[src/rtl/evt_intc_pkg.sv]
package evt_intc_pkg;
    localparam int NSRC   = 41;
    localparam int PRI_W  = 4;
    localparam int LVL_W  = PRI_W + 1;
    localparam int CODE_W = 12;
    localparam int REG_W  = 16;
    localparam int NREG   = 3;
    localparam int ADDR_W = 2;
    localparam int IDX_W  = $clog2(NSRC);
    localparam int NEXT   = 15;
    localparam int SRC_NMI = 15;

    typedef logic [LVL_W-1:0]  lvl_t;
    typedef logic [CODE_W-1:0] code_t;
    typedef enum logic {ST_EMPTY, ST_LOADED} occ_e;

    function automatic code_t src_code(input int i);
        int c;
        if (i < NEXT)            c = 'h200 + 'h20 * i;
        else if (i == SRC_NMI)   c = 'h1C0;
        else if (i == 16)        c = 'h600;
        else if (i == 17)        c = 'h620;
        else if (i <= 22)        c = 'h640 + 'h20 * (i - 18);
        else if (i <= 33)        c = 'h400 + 'h20 * (i - 23);
        else if (i <= 37)        c = 'h700 + 'h20 * (i - 34);
        else                     c = 'h560 + 'h20 * (i - 38);
        return code_t'(c);
    endfunction
endpackage

[src/rtl/evt_intc_levels.sv]
module evt_intc_levels
    import evt_intc_pkg::*;
(
    input  logic                      clk,
    input  logic                      rst_n,
    input  logic                      we_i,
    input  logic [ADDR_W-1:0]         addr_i,
    input  logic [REG_W-1:0]          wdata_i,
    output logic [REG_W-1:0]          rdata_o,
    output lvl_t [NSRC-1:0]           lvl_o
);
    logic [REG_W-1:0] regs_q [NREG];

    for (genvar r = 0; r < NREG; r++) begin : g_reg
        always_ff @(posedge clk) begin
            if (!rst_n)                                  regs_q[r] <= '0;
            else if (we_i && addr_i == ADDR_W'(r))       regs_q[r] <= wdata_i;
        end
    end

    always_comb begin
        rdata_o = '0;
        for (int r = 0; r < NREG; r++)
            if (addr_i == ADDR_W'(r)) rdata_o = regs_q[r];
    end

    function automatic lvl_t fld(input logic [REG_W-1:0] v, input int n);
        return {1'b0, v[4*n +: PRI_W]};
    endfunction

    always_comb begin
        for (int i = 0; i < NSRC; i++) begin
            if (i < NEXT)          lvl_o[i] = lvl_t'(NEXT - i);
            else if (i == SRC_NMI) lvl_o[i] = lvl_t'(16);
            else if (i == 16)      lvl_o[i] = fld(regs_q[2], 0);
            else if (i == 17)      lvl_o[i] = fld(regs_q[2], 3);
            else if (i <= 22)      lvl_o[i] = fld(regs_q[2], 2);
            else if (i == 23)      lvl_o[i] = fld(regs_q[0], 3);
            else if (i == 24)      lvl_o[i] = fld(regs_q[0], 2);
            else if (i <= 26)      lvl_o[i] = fld(regs_q[0], 1);
            else if (i <= 29)      lvl_o[i] = fld(regs_q[0], 0);
            else if (i <= 33)      lvl_o[i] = fld(regs_q[1], 1);
            else if (i <= 37)      lvl_o[i] = fld(regs_q[2], 1);
            else if (i == 38)      lvl_o[i] = fld(regs_q[1], 3);
            else                   lvl_o[i] = fld(regs_q[1], 2);
        end
    end
endmodule

[src/rtl/evt_intc_pick.sv]
module evt_intc_pick
    import evt_intc_pkg::*;
(
    input  logic [NSRC-1:0]   pend_i,
    input  lvl_t [NSRC-1:0]   lvl_i,
    output logic              any_o,
    output logic [IDX_W-1:0]  idx_o,
    output lvl_t              lvl_o
);
    always_comb begin
        any_o = 1'b0;
        idx_o = '0;
        lvl_o = '0;
        for (int i = NSRC - 1; i >= 0; i--) begin
            if (pend_i[i] && lvl_i[i] >= lvl_o) begin
                any_o = 1'b1;
                idx_o = IDX_W'(i);
                lvl_o = lvl_i[i];
            end
        end
    end
endmodule

[src/rtl/evt_intc.sv]
module evt_intc
    import evt_intc_pkg::*;
(
    input  logic              clk,
    input  logic              rst_n,
    input  logic [40:0]       raise_i,
    input  logic              accept_i,
    input  logic [3:0]        cpu_mask_i,
    input  logic              cpu_block_i,
    input  logic              reg_we_i,
    input  logic [1:0]        reg_addr_i,
    input  logic [15:0]       reg_wdata_i,
    output logic [15:0]       reg_rdata_o,
    output logic              irq_req_o,
    output logic [11:0]       code_o
);
    lvl_t [NSRC-1:0]  lvl;
    logic [NSRC-1:0]  lvl_nz, pend_q, pend_mid, pend_d;
    logic             acc_any, req_any;
    logic [IDX_W-1:0] acc_idx, req_idx;
    lvl_t             acc_lvl, req_lvl;
    occ_e             state_q, state_d;
    code_t            code_q;

    evt_intc_levels u_levels (
        .clk(clk), .rst_n(rst_n), .we_i(reg_we_i), .addr_i(reg_addr_i),
        .wdata_i(reg_wdata_i), .rdata_o(reg_rdata_o), .lvl_o(lvl)
    );

    for (genvar i = 0; i < NSRC; i++) begin : g_nz
        assign lvl_nz[i] = |lvl[i];
    end

    assign pend_mid = pend_q | (raise_i & lvl_nz);

    evt_intc_pick u_pick_acc (
        .pend_i(pend_mid), .lvl_i(lvl), .any_o(acc_any), .idx_o(acc_idx), .lvl_o(acc_lvl)
    );
    evt_intc_pick u_pick_req (
        .pend_i(pend_q), .lvl_i(lvl), .any_o(req_any), .idx_o(req_idx), .lvl_o(req_lvl)
    );

    always_comb begin
        pend_d = pend_mid;
        if (accept_i && acc_any) pend_d[acc_idx] = 1'b0;
    end

    always_comb begin
        state_d = state_q;
        unique case (state_q)
            ST_EMPTY:  if (|pend_d)  state_d = ST_LOADED;
            ST_LOADED: if (!(|pend_d)) state_d = ST_EMPTY;
        endcase
    end

    always_ff @(posedge clk) begin
        if (!rst_n) begin
            state_q <= ST_EMPTY;
            pend_q  <= '0;
            code_q  <= '0;
        end else begin
            state_q <= state_d;
            pend_q  <= pend_d;
            if (accept_i && acc_any) code_q <= src_code(int'(acc_idx));
        end
    end

    always_comb begin
        irq_req_o = 1'b0;
        unique case (state_q)
            ST_EMPTY:  irq_req_o = 1'b0;
            ST_LOADED: irq_req_o = req_any && !cpu_block_i &&
                                   ({1'b0, cpu_mask_i} < req_lvl);
        endcase
        code_o = code_q;
    end

    logic unused_ok;
    assign unused_ok = ^{acc_lvl, req_idx};
endmodule

[config.mk]
export PLATFORM = sky130hd
export DESIGN_NAME = evt_intc
export DESIGN_NICKNAME = d
export VERILOG_FILES = /design/src/rtl/evt_intc_pkg.sv /design/src/rtl/evt_intc_levels.sv /design/src/rtl/evt_intc_pick.sv /design/src/rtl/evt_intc.sv
export SDC_FILE = /design/constraint.sdc
export NUM_CORES = 1
export LEC_CHECK = 0
export BUFFER_PORTS_ARGS = -buffer_cell sky130_fd_sc_hd__buf_2
export CAP_MARGIN = 20
export CORE_ASPECT_RATIO = 1.1
export CORE_MARGIN = 1.5
export CORE_UTILIZATION = 40
export DETAILED_ROUTE_END_ITERATION = 12
export PLACE_DENSITY = 0.66
export SYNTH_ARGS = -nofsm -noshare
export SYNTH_HDL_FRONTEND = slang
export SYNTH_SLANG_ARGS = --single-unit
[constraint.sdc]
create_clock -name clk -period 65.1 [get_ports clk]
set_input_delay 9.765 -clock clk [delete_from_list [all_inputs] [get_ports clk]]
set_output_delay 9.765 -clock clk [all_outputs]
set_load 0.005 [all_outputs]
==> results_tabular.tex, run 1 <==
\begin{tabular}{lr}
\hline
Metric & Value \\
\hline
\multicolumn{2}{l}{\textbf{Job}} \\
Total of max-cap violations & 0 \\
\multicolumn{2}{l}{\textbf{Timing}} \\
Slew headroom & 28.9\% \\
Final Skew & 0.0229 ns \\
Min Clock Period, post-route & 54.45 ns \\
Slew at the pin with the worst max-slew slack & 1.06 ns \\
Period utilisation layout & 83.6\% \\
Number of hold violations in the final report & 0 \\
Worst hold slack & 0.570 ns \\
Highest clock frequency the design can meet & 0.0184 GHz \\
RSZ-0062 raised after global routing & no \\
Accumulated negative setup slack & 0 ns \\
Final max-slew violation count & 0 \\
Setup Viol. Count Final & 0 \\
\multicolumn{2}{l}{\textbf{Clock network}} \\
Clock transition at the register clock pins on the worst setup and hold paths after CTS & 0.09 ns \\
TritonCTS buffer count & 9 \\
Total of hold buffers inserted after clock tree synthesis & 0 \\
Largest buffer count on any clock path & 2 \\
CTS HTree Levels & 3 \\
Sink Count & 97 \\
Setup repair bufs after CTS & 0 \\
Insertion delay to the later sink of the worst-skew pair & 0.38 ns \\
Clock root cell & clkbuf\_16 \\
Post-CTS resize count & 0 \\
CTS tree & done \\
\multicolumn{2}{l}{\textbf{Worst hold path}} \\
Startpoint of the most critical hold path & code\_o[10]\$\_SDFFE\_PN0P\_ \\
Class of the most critical hold timing path & register to register \\
Worst hold path depth & 4 \\
\multicolumn{2}{l}{\textbf{Place}} \\
HPWL after detailed placement & 46200 µm \\
Final Wtd Congestion & 1.01 \\
Number of input and output port buffers inserted & 91 \\
Area after detailed placement & 16100 µm² \\
\multicolumn{2}{l}{\textbf{Yosys}} \\
Mean area per synthesized cell & 7.62 µm² \\
Yosys reg bits & 97 \\
Most common library cells after synthesis & 171 x nand2\_1, 164 x nor2\_1, 163 x ha\_1 \\
Number of synthesized flops with an enable pin & 48 \\
Top-count cell post-synth & nand2\_1 \\
Most used flip-flop cell after synthesis & dfxtp\_1 \\
Yosys warning count & 0 \\
Synth top area share & 13.3\% \\
Combined area of all synthesized cells & 15300 µm² \\
Library cells used by synthesis & 124 \\
Sequential share of the synthesized area & 15.8\% \\
Async set-reset flop share out of synthesis & 0\% \\
Synth Instances & 2008 \\
Cell type with the largest total area after synthesis & ha\_1 \\
Cell types occupying the most area after synthesis & ha\_1 13\%, edfxtp\_1 9.4\%, dfxtp\_1 6.4\%, a21oi\_1 5.0\%, nand2\_1 4.2\% \\
\multicolumn{2}{l}{\textbf{Drt}} \\
Remaining antenna violation count & 0 \\
Average wire per standard cell & 22.6 µm \\
Residual DRC & 0 \\
Aggregate routed wire length & 57500 µm \\
Vias per Instance & 6.38 \\
Number of vias after detailed routing & 16.2k \\
Starting DRC count in detailed routing & 1568 \\
Drt first pass iters & 5 \\
\multicolumn{2}{l}{\textbf{Cells and area}} \\
Area growth syn-to-layout & 7.23\% \\
Storage element area & 2420 µm² \\
Count of antenna diodes in the layout & 0 \\
Multi-input gate area & 12100 µm² \\
Number of nets in the finished design & 2273 \\
Post-route cell area & 16400 µm² \\
Layout fillers & 3871 \\
Ratio of cells with drive above 1 in the final layout & 12.9\% \\
Core occupancy in the finished layout & 43.9\% \\
\multicolumn{2}{l}{\textbf{GRT}} \\
Maximum number of pins on one net before global-route repair & 43 \\
Antenna violations before repair & 0 \\
Wire length of the first global-routing pass & 88700 µm \\
Number of global-route vias before repair & 15.3k \\
Total GRT Usage & 28.6\% \\
Remaining global-route overflow & 0 \\
\multicolumn{2}{l}{\textbf{Setup path}} \\
Family with the most delay on the worst path & compound AO/OA/AOI/OAI gates \\
Worst stage delay on the critical path & 0.69 ns \\
Worst Path Class, Setup & input pin to register \\
First element of the critical path & raise\_i[40] \\
Worst Setup Start Kind & input pin \\
Worst path bufs/invs & 9 \\
Startpoint of the worst register-to-register path & pend\_q[40]\$\_SDFF\_PN0\_ \\
Worst Path Arrival & 54.76 ns \\
Number of stages on the worst setup path & 188 \\
Critical path data required time & 65.42 ns \\
Max Fanout on Critical Path & 16 \\
Cell mode on critical path & ha\_1 \\
Type of element capturing the critical path & register \\
Worst-path cell with the longest stage delay & o31ai\_1 \\
FF-to-FF path depth & 187 \\
\multicolumn{2}{l}{\textbf{Floorplan}} \\
Chip Width & 190 µm \\
Overall die area & 39500 µm² \\
Die Height & 208 µm \\
Core region area & 37400 µm² \\
Top-level I/O count & 97 \\
Floorplan row count & 74 \\
Starting utilization of the core area & 40.9\% \\
\multicolumn{2}{l}{\textbf{Run status}} \\
Outcome & completed \\
\hline
\end{tabular}
final timing paths:
| kind | to | slack (ns) |
|---|---|---|
| min reg2reg | code_o[10]$_SDFFE_PN0P_ | 0.57 |
| min | code_o[10]$_SDFFE_PN0P_ | 0.57 |
| max | code_o[8]$_SDFFE_PN0P_ | 10.65 |
| max reg2reg | code_o[8]$_SDFFE_PN0P_ | 19.73 |
kinds of logic (layout without fill, tap and decap cells):
family / count (synthesis) / count (layout) / share of synthesized area, %
buffers and inverters: 195 / 230 / 5.31
adder cells (fa/ha/maj): 169 / 169 / 13.7
XOR/XNOR: 12 / 12 / 0.736
other: 1 / 5 / 0.0245
flip-flops: 97 / 97 / 15.8
AND/OR/NAND/NOR: 753 / 753 / 25.8
AO/OA/AOI/OAI: 681 / 681 / 31.6
multiplexers: 100 / 100 / 6.94
cell type report:
type | count | area share (%)
inverters | 112 | 2.56
well taps | 494 | 3.77
flip-flops and latches | 97 | 14.8
clock inverters | 7 | 0.579
multi-input cells | 1720 | 73.7
clock buffers | 9 | 1.37
repair buffers | 102 | 3.30
metrics by stage:
step | std cells | setup WS [ns]
after floorplan | 2012 | 17.89
after global placement | 2524 | 12.11
after detailed placement | 2524 | 11.17
after CTS | 2540 | 11.48
after global routing | 2541 | 7.40
final | 2541 | 10.65
metal layers:
| metal | vias up | share of wire [%] | routed length, µm | global-route usage [%] |
|---|---|---|---|---|
| met5 | - | 0 | 0 | 0 |
| met2 | 714 | 44 | 25600 | 45.3 |
| met4 | 0 | 5.7 | 3290 | 16.1 |
| met3 | 150 | 6.3 | 3630 | 3.04 |
| met1 | 7724 | 43 | 25000 | 37.7 |
| li1 | 7622 | - | - | - |
worst min-delay path, cell delays in order (launching register included):
cell	delay [ns]
dfxtp_1	0.33
nand2_1	0.05
o31ai_1	0.06
nand2_1	0.06
a31oi_1	0.04
sequential cells by signal, summed over array words and instances (netlist names):
| signal | cells |
|---|---|
| u_levels.regs_q | 48 |
| code_o | 7 |
| pend_q | 41 |
| state_q | 1 |
placed cells by master, fill, tap and decap left out, types with 40 or more instances in the layout:
cell / synthesis / final
mux2i_1: 53 / 53
a21o_1: 70 / 70
a21oi_1: 152 / 152
nor2_1: 164 / 164
nand2b_1: 60 / 60
nand3_1: 40 / 40
mux2_2: 46 / 46
dfxtp_1: 49 / 49
ha_1: 163 / 163
inv_1: 109 / 109
buf_2: 8 / 91
and2_1: 90 / 90
nand2_1: 171 / 171
edfxtp_1: 48 / 48
o21ai_0: 118 / 116
Power of run 1 is not shown: default switching activity piles up to over one toggle a cycle in this logic, so the estimate is an artifact.
==> run 2: changes to the inputs <==
==> constraint.sdc (replaced) <==
create_clock -name clk -period 53.6 [get_ports clk]
set_input_delay 8.04 -clock clk [delete_from_list [all_inputs] [get_ports clk]]
set_output_delay 8.04 -clock clk [all_outputs]
set_load 0.005 [all_outputs]
==> results_tabular.tex, run 2 (same netlist as run 1, synthesis figures left out) <==
\begin{tabular}{lr}
\hline
Metric & Value \\
\hline
\multicolumn{2}{l}{\textbf{Place}} \\
Area after detailed placement & 16100 µm² (+0.14\%) \\
Worst setup slack after placement & 1.34 ns (-9.83 ns) \\
Final Wtd Congestion & 1.01 (-0.54\%) \\
HPWL after detailed placement & 46500 µm (+0.78\%) \\
Number of input and output port buffers inserted & 91 (unchanged) \\
\multicolumn{2}{l}{\textbf{GRT}} \\
Wire length of the first global-routing pass & 89100 µm (+0.51\%) \\
Antenna violations before repair & 0 (unchanged) \\
Total GRT Usage & 28.7\% (+0.098 points) \\
Remaining global-route overflow & 0 (unchanged) \\
Maximum number of pins on one net before global-route repair & 43 (unchanged) \\
Number of global-route vias before repair & 15.6k (+1.6\%) \\
\multicolumn{2}{l}{\textbf{Setup path}} \\
Critical path data required time & 53.81 ns (-11.61 ns) \\
Max Fanout on Critical Path & 13 (-3) \\
Worst-path cell with the longest stage delay & a2111oi\_1 \\
Worst Path Arrival & 50.86 ns (-3.90 ns) \\
First element of the critical path & raise\_i[40] \\
FF-to-FF path depth & 190 (+1.6\%) \\
Worst Setup Start Kind & input pin \\
Type of element capturing the critical path & register \\
Worst Path Class, Setup & input pin to register \\
Last element of the critical path & state\_q\$\_SDFF\_PN0\_ \\
Register-to-register setup slack & 10.24 ns (-9.49 ns) \\
Worst stage delay on the critical path & 0.55 ns (-0.14 ns) \\
Startpoint of the worst register-to-register path & pend\_q[40]\$\_SDFF\_PN0\_ \\
Cell mode on critical path & ha\_1 \\
Crit Reg-Reg Endpoint & state\_q\$\_SDFF\_PN0\_ \\
\multicolumn{2}{l}{\textbf{Worst hold path}} \\
Class of the most critical hold timing path & register to register \\
\multicolumn{2}{l}{\textbf{Floorplan}} \\
Starting utilization of the core area & 40.9\% (unchanged) \\
Core region area & 37400 µm² (unchanged) \\
Floorplan row count & 74 (unchanged) \\
Top-level I/O count & 97 (unchanged) \\
Overall die area & 39500 µm² (unchanged) \\
Die Height & 208 µm (unchanged) \\
Chip Width & 190 µm (unchanged) \\
\multicolumn{2}{l}{\textbf{Clock network}} \\
TritonCTS buffer count & 9 (unchanged) \\
Insertion delay to the later sink of the worst-skew pair & 0.37 ns (about the same) \\
Clock root cell & clkbuf\_16 \\
Clock transition at the register clock pins on the worst setup and hold paths after CTS & 0.08 ns (about the same) \\
CTS tree & done \\
Sink Count & 97 (unchanged) \\
Largest buffer count on any clock path & 2 (unchanged) \\
CTS HTree Levels & 3 (unchanged) \\
\multicolumn{2}{l}{\textbf{Job}} \\
Total of max-cap violations & 0 (unchanged) \\
\multicolumn{2}{l}{\textbf{Drt}} \\
Number of vias after detailed routing & 16.4k (+1.1\%) \\
Remaining antenna violation count & 0 (unchanged) \\
Starting DRC count in detailed routing & 1624 (+3.6\%) \\
Vias per Instance & 6.44 (+0.98\%) \\
Drt first pass iters & 6 (+1) \\
Aggregate routed wire length & 58000 µm (+0.94\%) \\
Residual DRC & 0 (unchanged) \\
Average wire per standard cell & 22.8 µm (+0.86\%) \\
\multicolumn{2}{l}{\textbf{Timing}} \\
Final Skew & 0.0204 ns (-0.00256 ns) \\
Min Clock Period, post-route & 50.65 ns \\
Highest clock frequency the design can meet & 0.0197 GHz \\
Final Worst Setup Slack & 2.95 ns (-7.70 ns) \\
Final max-slew violation count & 0 (unchanged) \\
RSZ-0062 raised after global routing & no \\
Period utilisation layout & 94.5\% \\
Number of hold violations in the final report & 0 (unchanged) \\
Accumulated negative setup slack & 0 ns (unchanged) \\
Slew headroom & 29.8\% (+0.93 points) \\
Slew at the pin with the worst max-slew slack & 1.05 ns (-0.0125 ns) \\
Setup Viol. Count Final & 0 (unchanged) \\
\multicolumn{2}{l}{\textbf{Cells and area}} \\
Layout fillers & 3839 (-0.83\%) \\
Number of nets in the finished design & 2275 (+0.088\%) \\
Ratio of cells with drive above 1 in the final layout & 14.1\% (+1.2 points) \\
Count of antenna diodes in the layout & 0 (unchanged) \\
Most flop-heavy register & u\_levels.regs\_q \\
Post-route cell area & 16500 µm² (+0.67\%) \\
Core occupancy in the finished layout & 44.2\% (+0.29 points) \\
Max FFs per register & 48 (unchanged) \\
Top library cells by usage in the layout, fill and taps aside & 170 x nand2\_1, 159 x nor2\_1, 158 x ha\_1 \\
Area growth syn-to-layout & 7.95\% \\
Most common cell after layout, fill and taps aside & nand2\_1 \\
\multicolumn{2}{l}{\textbf{Run status}} \\
Outcome & completed \\
\hline
\end{tabular}
run 2: cell types whose count changed in the layout (fill, tap and decap cells not counted), moves of 3 or more:
cell,delta
a2111oi_0,-3
a21oi_1,-4
a21oi_2,+3
buf_4,+3
ha_1,-5
ha_2,+4
nor2_1,-5
nor2_2,+4
o21ai_0,-3
o21ai_1,+3
run 2: layout make-up:
class	instances	area (µm²)	area share (%)
Sequential cell	97	2420	14.7
Clock inverter	7	61.3	0.371
Inverter	112	423	2.56
Clock buffer	9	225	1.36
Tap cell	494	618	3.74
Timing Repair Buffer	104	553	3.35
Multi-Input combinational cell	1720	12200	74.0
run 2: worst min-delay path by stage:
stage                              to  slack, ns  depth (start not counted)                    from
3_5_place_dp   code_o[6]$_SDFFE_PN0P_       0.55                          2  code_o[6]$_SDFFE_PN0P_
5_1_grt        code_o[6]$_SDFFE_PN0P_       0.60                          2  code_o[6]$_SDFFE_PN0P_
3_3_place_gp   code_o[5]$_SDFFE_PN0P_       0.54                          2  code_o[5]$_SDFFE_PN0P_
6_report       code_o[5]$_SDFFE_PN0P_       0.57                          2  code_o[5]$_SDFFE_PN0P_
4_1_cts        code_o[5]$_SDFFE_PN0P_       0.57                          2  code_o[5]$_SDFFE_PN0P_
2_1_floorplan  code_o[5]$_SDFFE_PN0P_       0.53                          2  code_o[5]$_SDFFE_PN0P_
run 2: per-layer routing:
layer  share of wire [%]  vias up  global-route usage, %
met4                 5.1        0                   14.1
met2                  45      818                   46.2
met3                 7.0      154                   3.34
met1                  43     7788                   37.8
li1                    -     7621                      -
met5                   0        -                      0
run 2: metrics by stage:
step | hold WS, ns | instances
2_1_floorplan | 0.530 | 2012
3_3_place_gp | 0.541 | 2527
3_5_place_dp | 0.550 | 2527
4_1_cts | 0.568 | 2543
5_1_grt | 0.599 | 2543
6_report | 0.571 | 2543
run 2: worst max-delay path, delay by kind of cell:
family | cells | cell delay [ns]
muxes | 17 | 5.94
buffers and inverters | 9 | 1.03
and+or+nand+nor | 57 | 10.16
adders and majority gates | 25 | 7.04
AOI/OAI and AO/OA | 82 | 18.61
run 2: what timing repair did:
action	CTS	global route
resized for setup	0	37
buffers inserted	0	0
endpoints found under the hold margin	0	0
hold buffers	0	0
setup endpoints to repair	0	49
Power of run 2 is left out for the same reason.
==> run 3: changes to the inputs <==
--- a/config.mk
+++ b/config.mk
@@ -11,7 +11,7 @@
 export CORE_MARGIN = 1.5
 export CORE_UTILIZATION = 40
 export DETAILED_ROUTE_END_ITERATION = 12
-export PLACE_DENSITY = 0.66
+export PLACE_DENSITY = 0.54
 export SYNTH_ARGS = -nofsm -noshare
 export SYNTH_HDL_FRONTEND = slang
 export SYNTH_SLANG_ARGS = --single-unit
==> results_tabular.tex, run 3 (same netlist as run 1, synthesis figures left out) <==
\begin{tabular}{lr}
\hline
Metric & Value \\
\hline
\multicolumn{2}{l}{\textbf{Clock network}} \\
CTS tree & done \\
Clock root cell & clkbuf\_16 \\
Total of hold buffers inserted after clock tree synthesis & 0 (unchanged) \\
Largest buffer count on any clock path & 2 (unchanged) \\
Insertion delay to the later sink of the worst-skew pair & 0.37 ns (about the same) \\
Clock transition at the register clock pins on the worst setup and hold paths after CTS & 0.08 ns (about the same) \\
Sink Count & 97 (unchanged) \\
CTS HTree Levels & 3 (unchanged) \\
TritonCTS buffer count & 9 (unchanged) \\
\multicolumn{2}{l}{\textbf{Cells and area}} \\
Count of antenna diodes in the layout & 0 (unchanged) \\
Number of nets in the finished design & 2274 (-0.044\%) \\
Top library cells by usage in the layout, fill and taps aside & 170 x nand2\_1, 159 x nor2\_1, 159 x ha\_1 \\
Layout fillers & 3857 (+0.47\%) \\
Post-layout instance count excluding filler cells & 2542 (-0.039\%) \\
Most flop-heavy register & u\_levels.regs\_q \\
Ratio of cells with drive above 1 in the final layout & 14.2\% (+0.10 points) \\
Core occupancy in the finished layout & 44.3\% (+0.15 points) \\
Post-route cell area & 16600 µm² (+0.33\%) \\
Max FFs per register & 48 (unchanged) \\
Area growth syn-to-layout & 8.31\% \\
Most common cell after layout, fill and taps aside & nand2\_1 \\
\multicolumn{2}{l}{\textbf{Drt}} \\
Aggregate routed wire length & 59200 µm (+2.0\%) \\
Number of vias after detailed routing & 16.0k (-2.0\%) \\
Average wire per standard cell & 23.3 µm (+2.0\%) \\
Remaining antenna violation count & 0 (unchanged) \\
Starting DRC count in detailed routing & 1478 (-9.0\%) \\
Residual DRC & 0 (unchanged) \\
Vias per Instance & 6.31 (-2.0\%) \\
Drt first pass iters & 6 (unchanged) \\
\multicolumn{2}{l}{\textbf{GRT}} \\
Remaining global-route overflow & 0 (unchanged) \\
Number of global-route vias before repair & 15.2k (-2.5\%) \\
Wire length of the first global-routing pass & 90300 µm (+1.4\%) \\
Antenna violations before repair & 0 (unchanged) \\
Total GRT Usage & 29.5\% (+0.80 points) \\
Maximum number of pins on one net before global-route repair & 43 (unchanged) \\
\multicolumn{2}{l}{\textbf{Timing}} \\
Slew at the pin with the worst max-slew slack & 1.06 ns (+0.0101 ns) \\
Setup Viol. Count Final & 0 (unchanged) \\
Final max-slew violation count & 0 (unchanged) \\
Period utilisation layout & 93.7\% (-0.84 points) \\
Final Skew & 0.00976 ns (-0.0106 ns) \\
Slew headroom & 29.2\% (-0.55 points) \\
Number of hold violations in the final report & 0 (unchanged) \\
Accumulated negative setup slack & 0 ns (unchanged) \\
Min Clock Period, post-route & 50.20 ns (-0.449 ns) \\
Highest clock frequency the design can meet & 0.0199 GHz (+0.89\%) \\
\multicolumn{2}{l}{\textbf{Setup path}} \\
Register-to-register setup slack & 10.74 ns (+0.50 ns) \\
Worst Path Class, Setup & input pin to register \\
First element of the critical path & raise\_i[40] \\
Crit Reg-Reg Endpoint & state\_q\$\_SDFF\_PN0\_ \\
Worst stage delay on the critical path & 0.64 ns (+0.09 ns) \\
FF-to-FF path depth & 191 (+0.53\%) \\
Cell mode on critical path & ha\_1 \\
Worst Path Arrival & 50.43 ns (-0.43 ns) \\
Critical path data required time & 53.84 ns (+0.03 ns) \\
Startpoint of the worst register-to-register path & pend\_q[39]\$\_SDFF\_PN0\_ \\
Type of element capturing the critical path & register \\
Worst-path cell with the longest stage delay & or4\_1 \\
Max Fanout on Critical Path & 13 (unchanged) \\
Worst Setup Start Kind & input pin \\
\multicolumn{2}{l}{\textbf{Worst hold path}} \\
WHS Endpoint & code\_o[11]\$\_SDFFE\_PN0P\_ \\
Worst hold path depth & 4 (+2) \\
Startpoint of the most critical hold path & code\_o[11]\$\_SDFFE\_PN0P\_ \\
Class of the most critical hold timing path & register to register \\
\multicolumn{2}{l}{\textbf{Job}} \\
Total of max-cap violations & 0 (unchanged) \\
\multicolumn{2}{l}{\textbf{Floorplan}} \\
Top-level I/O count & 97 (unchanged) \\
Die Height & 208 µm (unchanged) \\
Floorplan row count & 74 (unchanged) \\
Overall die area & 39500 µm² (unchanged) \\
Core region area & 37400 µm² (unchanged) \\
Starting utilization of the core area & 40.9\% (unchanged) \\
Chip Width & 190 µm (unchanged) \\
\multicolumn{2}{l}{\textbf{Place}} \\
Number of input and output port buffers inserted & 91 (unchanged) \\
HPWL after detailed placement & 47300 µm (+1.7\%) \\
Area after detailed placement & 16100 µm² (-0.17\%) \\
Final Wtd Congestion & 1.01 (+0.69\%) \\
Placed cell count & 2524 (-0.12\%) \\
\multicolumn{2}{l}{\textbf{Run status}} \\
Outcome & completed \\
\hline
\end{tabular}
run 3: worst max-delay path by stage:
stage / slack (ns) / to / depth (start not counted)
floorplan: 8.11 / code_o[10]$_SDFFE_PN0P_ / 193
global placement: 2.18 / code_o[6]$_SDFFE_PN0P_ / 189
detailed placement: 1.40 / code_o[6]$_SDFFE_PN0P_ / 189
CTS: 1.67 / code_o[8]$_SDFFE_PN0P_ / 190
global route: -0.001 / code_o[11]$_SDFFE_PN0P_ / 197
finish: 3.40 / state_q$_SDFF_PN0_ / 191
run 3: worst max-delay path: cells and delay by family:
family                   cells  cell delay (ns)
multiplexers                16             5.56
adder cells (fa/ha/maj)     25             6.92
AO/OA/AOI/OAI               81            17.85
buffers and inverters        9             0.95
AND/OR/NAND/NOR             60            11.00
run 3: what timing repair did:
item | in CTS | in global routing
setup endpoints to repair | 0 | 49
gates resized for setup | 0 | 41
setup buffers | 0 | 2
run 3: metal layers:
| metal | vias up | track usage [%] | part of all wire (%) |
|---|---|---|---|
| met5 | - | 0 | 0 |
| met4 | 0 | 11.7 | 3.8 |
| met3 | 115 | 3.04 | 6.4 |
| met2 | 691 | 47.8 | 46 |
| met1 | 7639 | 39.9 | 44 |
| li1 | 7602 | - | - |
run 3: metrics by stage:
stage               hold slack, ns  worst slack, ns
detailed placement           0.544             1.40
floorplan                    0.530             8.11
finish                       0.566             3.40
CTS                          0.566             1.67
global route                 0.599         -0.00128
global placement             0.548             2.18
run 3: layout make-up:
| cell class | count | area (µm²) | area share (%) |
|---|---|---|---|
| sequential | 97 | 2420 | 14.6 |
| tap | 494 | 618 | 3.73 |
| inverter | 112 | 423 | 2.55 |
| clock inverter | 7 | 109 | 0.657 |
| timing repair buffer | 103 | 546 | 3.29 |
| clock buffer | 9 | 225 | 1.36 |
| multi-input combinational | 1720 | 12200 | 73.8 |
Power of run 3 is left out for the same reason.
